$ cat config.mk
export PLATFORM = sky130hd
export DESIGN_NAME = lockbank_top
export DESIGN_NICKNAME = d
export VERILOG_FILES = /design/src/rtl/lockbank_pkg.sv /design/src/rtl/lockbank_decode.sv /design/src/rtl/lockbank_slot.sv /design/src/rtl/lockbank_top.sv
export SDC_FILE = /design/constraint.sdc
export NUM_CORES = 1
export LEC_CHECK = 0
export BUFFER_PORTS_ARGS = -buffer_cell sky130_fd_sc_hd__buf_4
export CAP_MARGIN = 15
export CORE_ASPECT_RATIO = 0.8
export CORE_MARGIN = 4
export CORE_UTILIZATION = 38
export DETAILED_ROUTE_END_ITERATION = 8
export GPL_TIMING_DRIVEN = 1
export PLACE_DENSITY = 0.88
export SLEW_MARGIN = 25
export SYNTH_ARGS = -nofsm -noshare
export SYNTH_HDL_FRONTEND = slang
export SYNTH_SLANG_ARGS = --single-unit
$ cat constraint.sdc
create_clock -name clk -period 1.6 [get_ports clk]
set_clock_uncertainty 0.15 [all_clocks]
set_input_delay 0.08 -clock clk [delete_from_list [all_inputs] [get_ports clk]]
set_output_delay 0.08 -clock clk [all_outputs]
set_load 0.005 [all_outputs]
$ cat src/rtl/lockbank_pkg.sv
package lockbank_pkg;

    typedef enum logic {
        SLOT_FREE = 1'b0,
        SLOT_HELD = 1'b1
    } slot_state_e;

    localparam int OFF_CLAIM   = 0;
    localparam int OFF_RELEASE = 4;
    localparam int OFF_STATUS  = 8;

endpackage

$ cat src/rtl/lockbank_decode.sv
module lockbank_decode #(
    parameter int ADDR_W       = 8,
    parameter int NUM_GROUPS   = 3,
    parameter int GROUP_STRIDE = 12
) (
    input  logic [ADDR_W-1:0]     wr_addr,
    input  logic [ADDR_W-1:0]     rd_addr,
    output logic [NUM_GROUPS-1:0] claim_sel,
    output logic [NUM_GROUPS-1:0] release_sel,
    output logic [NUM_GROUPS-1:0] status_sel
);
    import lockbank_pkg::*;

    for (genvar g = 0; g < NUM_GROUPS; g++) begin : g_grp
        localparam logic [ADDR_W-1:0] A_CLAIM   = ADDR_W'(g * GROUP_STRIDE + OFF_CLAIM);
        localparam logic [ADDR_W-1:0] A_RELEASE = ADDR_W'(g * GROUP_STRIDE + OFF_RELEASE);
        localparam logic [ADDR_W-1:0] A_STATUS  = ADDR_W'(g * GROUP_STRIDE + OFF_STATUS);

        assign claim_sel[g]   = (wr_addr == A_CLAIM);
        assign release_sel[g] = (wr_addr == A_RELEASE);
        assign status_sel[g]  = (rd_addr == A_STATUS);
    end

endmodule

$ cat src/rtl/lockbank_slot.sv
module lockbank_slot #(
    parameter int ID_W = 3
) (
    input  logic            clk,
    input  logic            rst_n,
    input  logic            claim_wr,
    input  logic            release_wr,
    input  logic [ID_W-1:0] req_id,
    input  logic            req_flag,
    output logic            held,
    output logic [ID_W-1:0] owner
);
    import lockbank_pkg::*;

    slot_state_e     state_q, state_d;
    logic [ID_W-1:0] owner_q, owner_d;

    // next-state and owner update
    always_comb begin
        state_d = state_q;
        owner_d = owner_q;
        unique case (state_q)
            SLOT_FREE: begin
                if (claim_wr && req_flag) begin      // GRANT
                    state_d = SLOT_HELD;
                    owner_d = req_id;
                end
            end
            SLOT_HELD: begin
                if (release_wr && req_flag && (req_id == owner_q)) begin  // RELEASE
                    state_d = SLOT_FREE;
                    owner_d = '0;
                end
            end
            default: begin
                state_d = SLOT_FREE;
                owner_d = '0;
            end
        endcase
    end

    // state register
    always_ff @(posedge clk or negedge rst_n) begin
        if (!rst_n) begin
            state_q <= SLOT_FREE;
            owner_q <= '0;
        end else begin
            state_q <= state_d;
            owner_q <= owner_d;
        end
    end

    // outputs
    always_comb begin
        held  = (state_q == SLOT_HELD);
        owner = owner_q;
    end


    grant_takes_id_chk: assert property (@(posedge clk) disable iff (!rst_n)
        (!held && claim_wr && req_flag) |=> (held && owner == $past(req_id)));


    held_owner_stable_chk: assert property (@(posedge clk) disable iff (!rst_n)
        (held && !(release_wr && req_flag && req_id == owner)) |=> (held && $stable(owner)));


    match_release_frees_chk: assert property (@(posedge clk) disable iff (!rst_n)
        (held && release_wr && req_flag && req_id == owner) |=> (!held && owner == '0));


    unflagged_noop_chk: assert property (@(posedge clk) disable iff (!rst_n)
        (!held && !(claim_wr && req_flag)) |=> (!held && owner == '0));

endmodule

$ cat src/rtl/lockbank_top.sv
module lockbank_top #(
    parameter int ADDR_W       = 8,
    parameter int DATA_W       = 32,
    parameter int ID_W         = 3,
    parameter int NUM_GROUPS   = 3,
    parameter int GROUP_STRIDE = 12
) (
    input  logic              clk,
    input  logic              rst_n,
    input  logic              wr_en,
    input  logic [ADDR_W-1:0] wr_addr,
    input  logic [DATA_W-1:0] wr_data,
    input  logic              rd_en,
    input  logic [ADDR_W-1:0] rd_addr,
    output logic [DATA_W-1:0] rd_data
);
    localparam int FLAG_POS = DATA_W - ID_W - 1;

    logic [NUM_GROUPS-1:0] claim_sel, release_sel, status_sel;
    logic [NUM_GROUPS-1:0] held;
    logic [ID_W-1:0]       owner  [NUM_GROUPS];
    logic [DATA_W-1:0]     status [NUM_GROUPS];
    logic [ID_W-1:0]       req_id;
    logic                  req_flag;
    logic [DATA_W-1:0]     rd_word;

    assign req_id   = wr_data[DATA_W-1 -: ID_W];
    assign req_flag = wr_data[FLAG_POS];

    lockbank_decode #(
        .ADDR_W      (ADDR_W),
        .NUM_GROUPS  (NUM_GROUPS),
        .GROUP_STRIDE(GROUP_STRIDE)
    ) u_decode (
        .wr_addr    (wr_addr),
        .rd_addr    (rd_addr),
        .claim_sel  (claim_sel),
        .release_sel(release_sel),
        .status_sel (status_sel)
    );

    for (genvar g = 0; g < NUM_GROUPS; g++) begin : g_slot
        lockbank_slot #(.ID_W(ID_W)) u_slot (
            .clk       (clk),
            .rst_n     (rst_n),
            .claim_wr  (wr_en && claim_sel[g]),
            .release_wr(wr_en && release_sel[g]),
            .req_id    (req_id),
            .req_flag  (req_flag),
            .held      (held[g]),
            .owner     (owner[g])
        );
        assign status[g] = {owner[g], held[g], {FLAG_POS{1'b0}}};
    end

    always_comb begin
        rd_word = '0;
        for (int g = 0; g < NUM_GROUPS; g++) begin
            if (status_sel[g]) rd_word = status[g];
        end
    end

    always_ff @(posedge clk or negedge rst_n) begin
        if (!rst_n)     rd_data <= '0;
        else if (rd_en) rd_data <= rd_word;
    end


    one_status_sel_chk: assert property (@(posedge clk) disable iff (!rst_n)
        $onehot0(status_sel));

endmodule

==> reports/results.ini <==
[route]
wl_per_cell_um=13.5
drt_pass1_iterations=4
drtAntennaViolNets=0
drt_iter0_drc=26
vias_per_cell=4.88
route.vias.total=1060
drcViolationCount=0
drt_wl_total_um=2940

[synthesis]
syn_inst=140
yosysMostFrequentCell=buf_4
synth_area_leaders=dfrtp_1 (31%), buf_4 (16%), xor2_1 (4.7%)
yosys-top-cells-count=buf_4 (28), dfrtp_1 (16), a21oi_1 (10)
yosys.area.top_type=dfrtp_1
synthesis.area_mm2=0.00131
synth_area_per_cell_um2=9.33
yosys_warnings=0
seq_area_frac_synth_pct=30.7
synth_top_area_share_pct=30.7
async_flop_share_pct=100
synth-main-ff-cell=dfrtp_1
synth_cell_types=43
synth_edf_count=0
synth-seq-cells=16

[critical_path]
critPathTopFamily=simple AND/OR/NAND/NOR gates
critPathKind=flip-flop to flip-flop
path_max_fanout=3
worstRegToRegCells=4
r2r-end=rd_data[29]
slowest_stage=or4bb_1
critPathCaptureType=flip-flop
path_cells=or4bb_1 > a211oi_2 > a21oi_1 > a21oi_1
required_ps=1630
start_kind=flip-flop
slowest_delay_ps=520
worst_ep_arrival_time_ps=1580
crit_buf_inv=0
r2r_start=g_slot[0].u_slot.owner[0]
r2r_slack_ps=50
cpMostUsedCell=a21oi_1

[clocking]
root_buffer=clkbuf_8
cts_tree=done
clk_pin_slew_worst_paths_ps=60
insertion_delay_ps=250
cts_made_buffers=3
cts_max_level=1
cts_max_path_buffers=2
cts.sinks=16

[sta]
fmax_mhz=645
hold_viol_final=0
finalCritPeriodShare_pct=96.9
tns_ps=0
period_needed_ps=1550
setup_viol=0
drv_slew=0

[final_layout]
drive_above_1_share_pct=30.5
nets=230
area_growth_pct=24.9
antennaDiodeCount=0
fin_area_mm2=0.00163

[pwr]
leakage_nw=0.757
max-vdd-ir-drop_mv=0.304
p_per_area_mw_per_mm2=653

[die]
core_mm2=0.00320
start_util_pct=40.8
die_h_um=60.4
io_pins=84
rows=18
die_w_um=73.6
die-area_mm2=0.00445

[run]
maxCapViolCount=0

[worst_hold_path]
hp-class=primary input to flip-flop
min-delay-start=wr_data[29]
hold_path_depth=3
min_to=g_slot[2].u_slot.owner[0]

[global_routing]
overflow=0
grt_start_max_net_pins=17
grt_pass1_wl_um=4350
first_global_vias=947
grtUsageTotal_pct=12.8
antenna_found_initial=0

[placed_design]
io_buffer_count=27
dpl_cell_area_mm2=0.00146
gp_congestion=0.733
post-dp-hpwl_um=2220

[status]
outcome=finished clean

==> cell usage in the layout, fill, tap and decap left out, types with 2 or more instances in the layout <==
| cell type | netlist | final |
|---|---|---|
| buf_4 | 28 | 34 |
| conb_1 | 1 | 28 |
| dfrtp_1 | 16 | 15 |
| a21oi_1 | 10 | 10 |
| xor2_1 | 7 | 7 |
| nor2_1 | 7 | 7 |
| nand2_1 | 5 | 5 |
| nand4b_1 | 5 | 5 |
| o21ai_0 | 4 | 4 |
| or4bb_1 | 4 | 4 |
| clkbuf_8 | 0 | 4 |
| dlygate4sd3_1 | 0 | 4 |
| mux2i_1 | 3 | 3 |
| a211oi_2 | 0 | 3 |
| nand2b_1 | 2 | 2 |
| nor3_1 | 2 | 2 |
| nor4_4 | 2 | 2 |
| a21o_1 | 2 | 2 |
| nand3b_1 | 2 | 2 |
| xnor2_1 | 2 | 2 |
| o2bb2ai_1 | 3 | 2 |
| inv_1 | 2 | 2 |
| a22o_1 | 2 | 2 |
==> area by class of cell <==
| class | count | area [um2] |
|---|---|---|
| fillers | 312 | 1570 |
| inverters | 2 | 7.51 |
| well taps | 40 | 50.0 |
| multi-input cells | 115 | 798 |
| flip-flops and latches | 16 | 402 |
| repair buffers | 40 | 319 |
| clock buffers | 4 | 55.1 |
==> per-layer routing <==
| layer | vias to the layer above | wire length (um) | GRT usage, % |
|---|---|---|---|
| met5 | - | 0 | 0 |
| met4 | 0 | 5 | 2.33 |
| met3 | 2 | 236 | 3.97 |
| met2 | 38 | 1400 | 20.5 |
| met1 | 490 | 1300 | 17.3 |
| li1 | 530 | - | - |
==> per-stage QoR <==
stage          cells  power [W]  util (%)  worst slack, ps  hold WS [ps]
3_3_place_gp     205   0.000680      45.8            -61.9          -199
5_1_grt          217    0.00112      51.0            -35.2          64.7
3_5_place_dp     205   0.000691      45.8             -126          -197
6_report         217    0.00107      51.0             50.1          47.2
2_1_floorplan    167   0.000639         -             83.5          -366
4_1_cts          214    0.00106      49.2             12.2          42.1
==> cells by family after synthesis <==
group | synth area share, %
and+or+nand+nor | 26.1
buffers and inverters | 18.5
AOI/OAI and AO/OA | 16.2
DFF | 30.7
xor gates and xnor gates | 6.03
muxes | 2.30
other | 0.287
==> power by group <==
part           switching [W]  internal (W)  leakage [nW]  total, W
Sequential         0.0000373      0.000436         0.213  0.000474
Combinational       0.000119      0.000120         0.515  0.000239
Clock               0.000134      0.000218        0.0288  0.000352
==> flip-flops by register name (all words and copies together) (netlist names) <==
register             count
g_slot.u_slot.owner      9
rd_data                  4
g_slot.u_slot.held       3
==> worst reg2reg max path, delay by kind of cell, from the launching register on <==
family / cells / cell delay (ps)
AOI/OAI and AO/OA: 3 / 450
DFF: 1 / 360
and+or+nand+nor: 1 / 520
==> what timing repair did <==
| item | in CTS | in global routing |
|---|---|---|
| hold buffers | 5 | 0 |
| endpoints found under the hold margin | 25 | 0 |
| resized for setup | 1 | 8 |
| pin swaps | 1 | 5 |
| buffers inserted | 0 | 3 |
| setup endpoints to repair | 1 | 9 |
==> worst max-delay path by stage <==
stage | cells after the start | to | slack [ps] | from
finish | 4 | rd_data[29] | 50 | g_slot[0].u_slot.owner[0]
global route | 4 | rd_data[29] | -40 | g_slot[0].u_slot.owner[0]
CTS | 4 | g_slot[2].u_slot.owner[1] | 10 | g_slot[2].u_slot.owner[0]
detailed placement | 5 | g_slot[0].u_slot.owner[2] | -130 | wr_addr[4]
global placement | 5 | g_slot[0].u_slot.owner[2] | -60 | wr_addr[4]
floorplan | 4 | rd_data[28] | 80 | g_slot[0].u_slot.held
(Power assumes the default switching activity.)
